===== config.mk =====
export PLATFORM = sky130hd
export DESIGN_NAME = serial_frame_tx
export DESIGN_NICKNAME = d
export VERILOG_FILES = /design/src/rtl/sftx_pkg.sv /design/src/rtl/sftx_prescaler.sv /design/src/rtl/sftx_holdbuf.sv /design/src/rtl/sftx_engine.sv /design/src/rtl/serial_frame_tx.sv
export SDC_FILE = /design/constraint.sdc
export NUM_CORES = 1
export LEC_CHECK = 0
export ABC_CLOCK_PERIOD_IN_PS = 3100
export BUFFER_PORTS_ARGS = -buffer_cell sky130_fd_sc_hd__buf_2
export CAP_MARGIN = 0
export CORE_ASPECT_RATIO = 1.1
export CORE_MARGIN = 2
export CORE_UTILIZATION = 58
export CTS_CLUSTER_SIZE = 12
export DETAILED_ROUTE_END_ITERATION = 7
export PLACE_DENSITY = 0.79
export SYNTH_ARGS = -nofsm -noshare
export SYNTH_HDL_FRONTEND = slang
export SYNTH_HIERARCHICAL = 1
export SYNTH_SLANG_ARGS = --single-unit

===== constraint.sdc =====
create_clock -name clk -period 3.1 [get_ports clk]
set_input_delay 0 -clock clk [delete_from_list [all_inputs] [get_ports clk]]
set_output_delay 0 -clock clk [all_outputs]
set_load 0.01 [all_outputs]

===== src/rtl/sftx_pkg.sv =====
package sftx_pkg;

  localparam int unsigned FIELD_MAX = 9;
  localparam int unsigned CNT_W     = $clog2(FIELD_MAX + 1);

  typedef enum logic [1:0] {
    FS_IDLE  = 2'd0,
    FS_START = 2'd1,
    FS_DATA  = 2'd2,
    FS_STOP  = 2'd3
  } fs_state_e;

  // Number of field bits for the selected format.
  function automatic logic [CNT_W-1:0] field_len(input logic nine);
    return nine ? CNT_W'(FIELD_MAX) : CNT_W'(FIELD_MAX - 1);
  endfunction

  // Builds the field as it goes on the line: word bits, with the top
  // field position replaced by parity when parity is enabled.
  function automatic logic [FIELD_MAX-1:0] field_of(input logic [FIELD_MAX-1:0] w,
                                                     input logic nine,
                                                     input logic pen,
                                                     input logic podd);
    logic [FIELD_MAX-1:0] f;
    f = w;
    if (!nine) f[FIELD_MAX-1] = 1'b0;
    if (pen) begin
      if (nine) f[FIELD_MAX-1] = (^w[FIELD_MAX-2:0]) ^ podd;
      else      f[FIELD_MAX-2] = (^w[FIELD_MAX-3:0]) ^ podd;
    end
    return f;
  endfunction

endpackage


===== src/rtl/sftx_prescaler.sv =====
module sftx_prescaler #(
  parameter int unsigned OVS = 16
) (
  input  logic clk,
  input  logic rst_n,
  input  logic baud_tick,
  output logic ovf
);
  localparam int unsigned CW = (OVS > 1) ? $clog2(OVS) : 1;
  localparam logic [CW-1:0] TOP = CW'(OVS - 1);

  logic [CW-1:0] cnt;

  always_ff @(posedge clk or negedge rst_n) begin
    if (!rst_n)         cnt <= '0;
    else if (baud_tick) cnt <= (cnt == TOP) ? '0 : cnt + 1'b1;
  end

  assign ovf = baud_tick && (cnt == TOP);

  // overflow cannot fire on two clocks in a row
  assert_ovf_spaced_R2: assert property (@(posedge clk) disable iff (!rst_n)
    ovf |=> !ovf);

  // counter stays inside its range
  assert_cnt_range_R2: assert property (@(posedge clk) disable iff (!rst_n)
    cnt <= TOP);

endmodule


===== src/rtl/sftx_holdbuf.sv =====
module sftx_holdbuf
  import sftx_pkg::*;
(
  input  logic                 clk,
  input  logic                 rst_n,
  input  logic                 wr,
  input  logic [FIELD_MAX-1:0] wr_data,
  input  logic                 take,
  output logic                 full,
  output logic [FIELD_MAX-1:0] data,
  output logic                 ovr
);

  always_ff @(posedge clk or negedge rst_n) begin
    if (!rst_n) begin
      full <= 1'b0;
      data <= '0;
      ovr  <= 1'b0;
    end else begin
      if (wr) begin
        data <= wr_data;
        full <= 1'b1;
        if (full && !take) ovr <= 1'b1;
      end else if (take) begin
        full <= 1'b0;
      end
    end
  end

  // the shifter only takes a word that is present
  assert_take_needs_word_R6: assert property (@(posedge clk) disable iff (!rst_n)
    take |-> full);

  // overwrite of a waiting word raises the flag
  assert_overwrite_flags_R8: assert property (@(posedge clk) disable iff (!rst_n)
    (wr && full && !take) |=> ovr);

  // flag is sticky
  assert_ovr_sticky_R8: assert property (@(posedge clk) disable iff (!rst_n)
    ovr |=> ovr);

endmodule


===== src/rtl/sftx_engine.sv =====
module sftx_engine
  import sftx_pkg::*;
(
  input  logic                 clk,
  input  logic                 rst_n,
  input  logic                 ovf,
  input  logic                 run_en,
  input  logic                 cfg_nine,
  input  logic                 cfg_pen,
  input  logic                 cfg_podd,
  input  logic                 cfg_two,
  input  logic                 load_direct,
  input  logic [FIELD_MAX-1:0] direct_word,
  input  logic                 hold_full,
  input  logic [FIELD_MAX-1:0] hold_word,
  output logic                 take,
  output logic                 free_now,
  output logic                 sh_full,
  output logic                 txd,
  output logic                 bf_pulse,
  output logic                 done_pulse
);

  fs_state_e            state;
  logic [FIELD_MAX-1:0] shreg;
  logic [CNT_W-1:0]     bit_cnt;
  logic                 nine_q;
  logic                 two_q;
  logic                 stop2_q;
  logic                 txd_q;
  logic                 bf_q;
  logic                 done_q;

  // Named internal events
  logic end_frame;
  logic frame_go;
  logic last_data;

  assign end_frame = ovf && (state == FS_STOP) && (!two_q || stop2_q);
  assign frame_go  = ovf && (state == FS_IDLE) && sh_full && run_en;
  assign last_data = (bit_cnt == field_len(nine_q));
  assign take      = end_frame && hold_full;
  assign free_now  = !sh_full || (end_frame && !hold_full);

  always_ff @(posedge clk or negedge rst_n) begin
    if (!rst_n) begin
      state   <= FS_IDLE;
      shreg   <= '0;
      bit_cnt <= '0;
      nine_q  <= 1'b0;
      two_q   <= 1'b0;
      stop2_q <= 1'b0;
      sh_full <= 1'b0;
      txd_q   <= 1'b1;
      bf_q    <= 1'b0;
      done_q  <= 1'b0;
    end else begin
      bf_q   <= 1'b0;
      done_q <= 1'b0;
      case (state)
        FS_IDLE: begin
          if (frame_go) begin
            txd_q <= 1'b0;
            state <= FS_START;
          end
        end
        FS_START: begin
          if (ovf) begin
            txd_q   <= shreg[0];
            shreg   <= {1'b0, shreg[FIELD_MAX-1:1]};
            bit_cnt <= CNT_W'(1);
            state   <= FS_DATA;
          end
        end
        FS_DATA: begin
          if (ovf) begin
            if (last_data) begin
              txd_q   <= 1'b1;
              stop2_q <= 1'b0;
              state   <= FS_STOP;
              if (!two_q) done_q <= 1'b1;
            end else begin
              txd_q   <= shreg[0];
              shreg   <= {1'b0, shreg[FIELD_MAX-1:1]};
              bit_cnt <= bit_cnt + 1'b1;
            end
          end
        end
        FS_STOP: begin
          if (ovf) begin
            if (two_q && !stop2_q) begin
              stop2_q <= 1'b1;
              done_q  <= 1'b1;
            end else if (hold_full) begin
              shreg  <= field_of(hold_word, cfg_nine, cfg_pen, cfg_podd);
              nine_q <= cfg_nine;
              two_q  <= cfg_two;
              bf_q   <= 1'b1;
              if (run_en) begin
                txd_q <= 1'b0;
                state <= FS_START;
              end else begin
                state <= FS_IDLE;
              end
            end else begin
              sh_full <= 1'b0;
              state   <= FS_IDLE;
            end
          end
        end
        default: state <= FS_IDLE;
      endcase
      if (load_direct) begin
        shreg   <= field_of(direct_word, cfg_nine, cfg_pen, cfg_podd);
        nine_q  <= cfg_nine;
        two_q   <= cfg_two;
        sh_full <= 1'b1;
        bf_q    <= 1'b1;
      end
    end
  end

  assign txd        = txd_q;
  assign bf_pulse   = bf_q;
  assign done_pulse = done_q;

  // an empty shifter means the line is idle
  assert_empty_is_idle_R1: assert property (@(posedge clk) disable iff (!rst_n)
    !sh_full |-> (state == FS_IDLE) && txd_q);

  // the line only moves after an overflow
  assert_txd_on_ovf_R2: assert property (@(posedge clk) disable iff (!rst_n)
    !$past(ovf) |-> $stable(txd_q));

  // start slot is low, stop slots are high
  assert_start_low_R3: assert property (@(posedge clk) disable iff (!rst_n)
    (state == FS_START) |-> !txd_q);
  assert_stop_high_R3: assert property (@(posedge clk) disable iff (!rst_n)
    (state == FS_STOP) |-> txd_q);

  // a direct load leaves a word in the shifter and signals buffer free
  assert_direct_load_R5: assert property (@(posedge clk) disable iff (!rst_n)
    load_direct |=> sh_full && bf_q);

  // a chained word starts on the very overflow that ends the frame
  assert_chain_no_gap_R6: assert property (@(posedge clk) disable iff (!rst_n)
    (take && run_en) |=> (state == FS_START) && !txd_q && bf_q);

  // completion pulse marks the start of the final stop slot
  assert_done_in_stop_R7: assert property (@(posedge clk) disable iff (!rst_n)
    done_q |-> (state == FS_STOP) && txd_q);

  // no frame leaves idle without run enable
  assert_hold_when_stopped_R9: assert property (@(posedge clk) disable iff (!rst_n)
    ((state == FS_IDLE) && !run_en) |=> (state == FS_IDLE));

  // pulses last one cycle
  assert_bf_single_R10: assert property (@(posedge clk) disable iff (!rst_n)
    bf_q |=> !bf_q);
  assert_done_single_R10: assert property (@(posedge clk) disable iff (!rst_n)
    done_q |=> !done_q);

endmodule


===== src/rtl/serial_frame_tx.sv =====
module serial_frame_tx
  import sftx_pkg::*;
#(
  parameter int unsigned OVS = 16
) (
  input  logic       clk,
  input  logic       rst_n,
  input  logic       run_en,
  input  logic       baud_tick,
  input  logic       fmt_nine,
  input  logic       par_en,
  input  logic       par_odd,
  input  logic       two_stop,
  input  logic       wr_en,
  input  logic [8:0] wr_word,
  output logic       txd,
  output logic       buf_free_irq,
  output logic       tx_done_irq,
  output logic       overrun
);

  logic                 ovf;
  logic                 take;
  logic                 free_now;
  logic                 sh_full;
  logic                 hold_full;
  logic [FIELD_MAX-1:0] hold_word;
  logic                 load_direct;
  logic                 hold_wr;

  assign load_direct = wr_en && free_now;
  assign hold_wr     = wr_en && !free_now;

  sftx_prescaler #(.OVS(OVS)) u_presc (
    .clk       (clk),
    .rst_n     (rst_n),
    .baud_tick (baud_tick),
    .ovf       (ovf)
  );

  sftx_holdbuf u_hold (
    .clk     (clk),
    .rst_n   (rst_n),
    .wr      (hold_wr),
    .wr_data (wr_word),
    .take    (take),
    .full    (hold_full),
    .data    (hold_word),
    .ovr     (overrun)
  );

  sftx_engine u_eng (
    .clk         (clk),
    .rst_n       (rst_n),
    .ovf         (ovf),
    .run_en      (run_en),
    .cfg_nine    (fmt_nine),
    .cfg_pen     (par_en),
    .cfg_podd    (par_odd),
    .cfg_two     (two_stop),
    .load_direct (load_direct),
    .direct_word (wr_word),
    .hold_full   (hold_full),
    .hold_word   (hold_word),
    .take        (take),
    .free_now    (free_now),
    .sh_full     (sh_full),
    .txd         (txd),
    .bf_pulse    (buf_free_irq),
    .done_pulse  (tx_done_irq)
  );

  // a waiting word always has an occupied shifter in front of it
  assert_hold_behind_shifter_R6: assert property (@(posedge clk) disable iff (!rst_n)
    hold_full |-> sh_full);

  // overrun cannot appear without a write
  assert_overrun_needs_write_R8: assert property (@(posedge clk) disable iff (!rst_n)
    $rose(overrun) |-> $past(wr_en));

endmodule


* Word level (Yosys, flattened, before mapping)
Cells that the tools add are included.
** Word-level totals
- Bits in registers :: 37
- Bits of input ports :: 18
- Output and inout bits :: 4
- Logic and storage cells :: 156
** Operators by class
- Add/sub/neg operators :: 2
- Equal/unequal tests :: 23
- Muxes and demuxes :: 73
- Bitwise logic cells :: 4
- Reduce and logical (&&, ||, !) cells :: 40
** Operators by type and width (count)
- $mux W9 :: 7
- $mux W1 :: 48
- $pmux W9 S3 :: 1
- $mux W2 :: 8
- $mux W4 :: 4
- $reduce_xor A8 Y1 :: 2
- $ne A2 B2 Y1 const B :: 7
- $reduce_and A7 Y1 :: 2
- $reduce_xor A7 Y1 :: 2
- $logic_and A1 B1 Y1 :: 12
- $reduce_and A4 Y1 :: 3
- $reduce_bool A2 Y1 :: 6
- $ne A2 B1 Y1 const B :: 5
- $ne A3 B2 Y1 const B :: 3
- $ne A3 B3 Y1 const B :: 3
- $add A4 B1 Y4 const B :: 2
- $pmux W2 S4 :: 1
- $pmux W4 S2 :: 1
- $logic_not A1 Y1 :: 6
- $reduce_and A6 Y1 :: 1
- $reduce_and A5 Y1 :: 1
- $eq A2 B2 Y1 const B :: 2
- $eq A4 B4 Y1 :: 1
- $eq A4 B4 Y1 const B :: 1
- other kinds (8) :: 13

* Depth between registers and ports, before layout
- Depth in word-level cells :: 9
- Gate-level depth with buffers :: 12
- Depth with buffers taken out :: 12

* Hierarchy
Netlist, hierarchy kept.
** By module, submodules not included
- sftx_engine :: instances 1, cells each 168, area an instance 1498.9 um^2, sequential area each 551.8 um^2
- sftx_holdbuf :: instances 1, cells each 24, area an instance 439.2 um^2, sequential area each 275.3 um^2
- sftx_prescaler :: instances 1, cells each 19, area an instance 187.7 um^2, sequential area each 100.1 um^2
- serial_frame_tx :: instances 1, cells each 2, area an instance 16.3 um^2, sequential area each 0.0 um^2

* Worst setup path after synthesis
Ideal clock, no wire load.
- Path kind :: register to register
- From :: register u_presc.cnt[0]
- To :: register u_eng.shreg[7]
- Library setup time :: 0.104 ns
- Arrival time :: 2.241 ns
- Required time :: 2.996 ns
- Setup slack :: 0.756 ns
- Stages on the path, launching flop included :: 11
- Path buffers :: 2
- Period minus slack after synthesis :: 2.344 ns
- Cells stage by stage :: dfrtp_1 > ha_1 > nand2_1 > nor2_1 > nand2b_1 > o31ai_1 > and2_2 > clkbuf_1 > clkbuf_1 > nor2_1 > a221oi_1
** On the way
- Cells in the longest elaborated chain, start to end :: 9
- Elaborated cells on any way between the ends :: 16
- Classes of those cells :: 7 x eq/ne; 1 x mux; 8 x reduce/logical
** RTL lines
- start, declared :: RTL line sftx_prescaler.sv:12 : logic [CW-1:0] cnt;
- start signal, assigned :: RTL line sftx_prescaler.sv:16 : else if (baud_tick) cnt <= (cnt == TOP) ? '0 : cnt + 1'b1;
- $eq A4 B4 Y1 (*) :: RTL line sftx_prescaler.sv:19 : assign ovf = baud_tick && (cnt == TOP);
- $logic_and A1 B1 Y1 (*) :: RTL line sftx_prescaler.sv:19
- net ovf :: RTL line serial_frame_tx.sv:22 : logic ovf;
- $logic_and A1 B1 Y1 (*) (2 in series) :: RTL line sftx_engine.sv:39 : assign end_frame = ovf && (state == FS_STOP) && (!two_q || stop2_q);
- $logic_and A1 B1 Y1 (*) :: RTL line sftx_engine.sv:43 : assign free_now = !sh_full || (end_frame && !hold_full);
- $logic_or A1 B1 Y1 (*) :: RTL line sftx_engine.sv:43
- net free_now :: RTL line serial_frame_tx.sv:24 : logic free_now;
- $logic_and A1 B1 Y1 (*) :: RTL line serial_frame_tx.sv:31 : assign load_direct = wr_en && free_now;
- net load_direct :: RTL line serial_frame_tx.sv:28 : logic load_direct;
- $ne A3 B2 Y1 (no source line) (tied with other cells)
- $reduce_and A7 Y1 (no source line)
- end signal, assigned :: RTL line sftx_engine.sv:70 : shreg <= {1'b0, shreg[FIELD_MAX-1:1]};
- end signal, assigned :: RTL line sftx_engine.sv:84 : shreg <= {1'b0, shreg[FIELD_MAX-1:1]};
- end signal, assigned :: RTL line sftx_engine.sv:95 : shreg <= field_of(hold_word, cfg_nine, cfg_pen, cfg_podd);
- end, declared :: RTL line sftx_engine.sv:25 : logic [FIELD_MAX-1:0] shreg;
Mark *: on every way through the listed nets, which the timed path passes. The rest lies on a longest branch.
A chain may end at the register's enable or synchronous reset.

* Final worst setup path
- From :: register u_presc.cnt[0]
- To :: register u_eng.shreg[8]
The elaborated chain is that of the path after synthesis.

==> reports/metrics.csv <==
metric;value;unit
worst slew pin tran;825;ps
post-synthesis cell type count;47;
RSZ-0062 raised after global routing;false;
clock buffer depth;2;
clock sink count;37;
register area share after synthesis;43.3;%
fin crit share;83.5;%
largest net degree at the start of global routing;38;
crit path capture;u_eng/shreg[8]$_DFFE_PN0P_;
DR vias;1654;
ranking of synthesized cells by area;dfrtp_1, xnor2_1, mux2_4;
critical path arrival;2760;ps
Peak VDD IR;489;uV
placed cells;278;
Routed Antenna Nets;0;
Final min period;2590;ps
H-Tree Depth;2;
hold crit path type;input port to register;
First-pass DRT Iterations;4;
row cnt;23;
CTS Buf Count;5;
I/O pins;22;
Avg WL per Cell;13.8;microns
antenna violations before repair;0;
total grt overflow;0;
Logic pwr share;43.2;%
Sw Ratio;37.2;%
Mapped Area;2140;sq um
Post-Syn Instances;213;
clock-pin slew on the worst setup and hold paths;80;ps
fin nets;272;
fraction of layout cells with a size suffix above 1;19.7;%
CP Depth;12;
internal power;1.29;mW
Initial Util;59.5;%
CTS Hold Bufs;13;
area grow syn2layout;17.9;%
Non-Filler Instances;299;
FF-to-FF Start;u_presc/cnt[0]$_DFFE_PN0P_;
Slew headroom;45.0;%
Mapped Nets;237;
capturing point of the worst reg2reg path;u_eng/shreg[8]$_DFFE_PN0P_;
final setup violation count;0;
Net Sw Power;0.760;mW
WL final;4140;microns
Clk Latency, worst-skew pair;300;ps
post-synthesis register bit count;37;
Pwr Total;2.05;mW
Slowest-stage cell, CP;and2_2;
Setup CP Type;register to register;
Worst setup EP type;register;
status;completed;
Die W;61.9;microns
CP bufs+invs;1;
max incr delay on CP;450;ps
Worst Path Required;3270;ps
Final Hold Viols;0;
DP HPWL;2850;microns
final hold slack;68.5;ps
core footprint;3600;sq um
fmax;386;MHz
asr flop ratio synth;100;%
Clock Power Share;21.3;%
worst-path fanout max;21;
max-slew violation count;0;
DIE AREA;4200;sq um
cell with the most instances after synthesis;dfrtp_1;
Leakage;1.11;nW
Antenna diodes;0;
CP Launch Type;register;
cell family with most CP delay;simple AND/OR/NAND/NOR gates;
Top FF cell, synth;dfrtp_1;
Vias/cell;5.53;
CTS Root Cell;clkbuf_8;
max-cap viol count;0;
TritonCTS clock tree;done;
P per Cell Area;810;nW/um^2
post-CTS setup buffers;0;
power share of the sequential group;35.5;%
share of the synthesized area in the top cell type;42.1;%
reg2reg path depth;12;
Synth top cells by count;dfrtp_1, nand2_1, nor2_1;
Die Span Y;67.7;microns
first-pass GRT wire length;6770;microns
final setup TNS;0;ps
DR iter-0 viols;92;
leading area contributor after synthesis;dfrtp_1;
Critical Path Start;u_presc/cnt[0]$_DFFE_PN0P_;
synth warn;6;
worst-path cell chain;ha_1 -> nand2_1 -> nor2_1 -> nand2b_1 -> o31ai_1 -> and2_2 -> inv_1 -> and3_1 -> a21oi_1 -> nor3b_1 -> a31oi_1 -> o21ai_1;
fillers;279;
Avg Inst Size Synth;10.1;sq um
Post-synth EDFFs;0;
Post-CTS Resized;0;
GRT Util Overall;22.2;%
Port-buffer cells;21;
Clock Skew;7.20;ps
flop2flop setup slack;510;ps
DRC errors left;0;
Placer Congestion;0.783;
vias in the first global route;1567;
[worst min-delay path: cells and delay by family]
kind	cells	cell delay [ps]
buf+inv	1	100
compound gates	2	220
[through the flow]
step | util, % | instance area, sq um | setup slack [ps]
detailed placement | 63.2 | 2270 | 554
global route | 70.2 | 2520 | 324
finish | 70.2 | 2520 | 512
floorplan | - | 2140 | 756
CTS | 70.2 | 2520 | 531
global placement | 63.2 | 2270 | 712
[registers in the layout, indices dropped and copies added (netlist names)]
signal / count
u_eng/txd: 1
u_eng/bf_pulse: 1
u_eng/stop2_q: 1
u_eng/shreg: 9
u_eng/two_q: 1
u_eng/sh_full: 1
u_eng/bit_cnt: 4
u_eng/state: 2
u_presc/cnt: 4
u_hold/data: 9
u_hold/full: 1
u_hold/ovr: 1
u_eng/nine_q: 1
u_eng/done_pulse: 1
[metal layers]
| metal | global-route usage, % | wire length [microns] |
|---|---|---|
| met5 | 0 | 0 |
| met4 | 9.57 | 103 |
| met3 | 6.32 | 140 |
| met2 | 37.2 | 2110 |
| met1 | 26.0 | 1790 |
[power groups by stage]
stage | combinational [mW] | clock [mW] | sequential, mW
CTS | 0.884 | 0.444 | 0.727
finish | 0.884 | 0.436 | 0.726
floorplan | 0.732 | 0 | 0.711
global placement | 0.845 | 0 | 0.731
detailed placement | 0.865 | 0 | 0.735
global route | 0.996 | 0.462 | 0.744
[worst min path at each step]
| stage | to | depth (start not counted) | start |
|---|---|---|---|
| 4_1_cts | u_eng/shreg[8]$_DFFE_PN0P_ | 3 | par_en |
| 3_3_place_gp | u_eng/state[1]$_DFFE_PN0P_ | 1 | rst_n |
| 3_5_place_dp | u_eng/state[1]$_DFFE_PN0P_ | 1 | rst_n |
| 2_1_floorplan | u_eng/bf_pulse$_DFF_PN0_ | 0 | rst_n |
| 5_1_grt | u_eng/shreg[8]$_DFFE_PN0P_ | 3 | par_en |
| 6_report | u_eng/shreg[8]$_DFFE_PN0P_ | 3 | par_en |
[kinds of logic (layout without fill, tap and decap cells)]
group	Yosys count	in the layout	synth area share, %
AND/OR/NAND/NOR	62	62	13.3
adder cells (fa/ha/maj)	6	6	3.50
AO/OA/AOI/OAI	53	53	15.5
buffers and inverters	17	53	3.91
XOR/XNOR	18	18	9.05
multiplexers	20	20	11.4
flip-flops	37	37	43.3
[placed cells by master (no fill, tap or decap), types with 5 or more instances in the layout]
master,n
ha_1,6
o21ai_1,11
nand2_1,22
nand3_1,9
nor2b_1,5
xnor2_1,14
mux2_4,8
clkbuf_8,6
dlygate4sd3_1,13
o21ai_0,8
dfrtp_1,36
a21oi_1,14
inv_1,9
buf_2,21
mux2i_1,8
nor2_1,17
[cell type report]
type	instances	area, sq um	area share, %
multi-input cells	159	1130	44.8
flip-flops and latches	37	927	36.7
repair buffers	36	250	9.91
clock buffers	6	82.6	3.27
well taps	50	62.6	2.48
clock inverters	2	37.5	1.49
inverters	9	33.8	1.34
(Power assumes the default switching activity.)
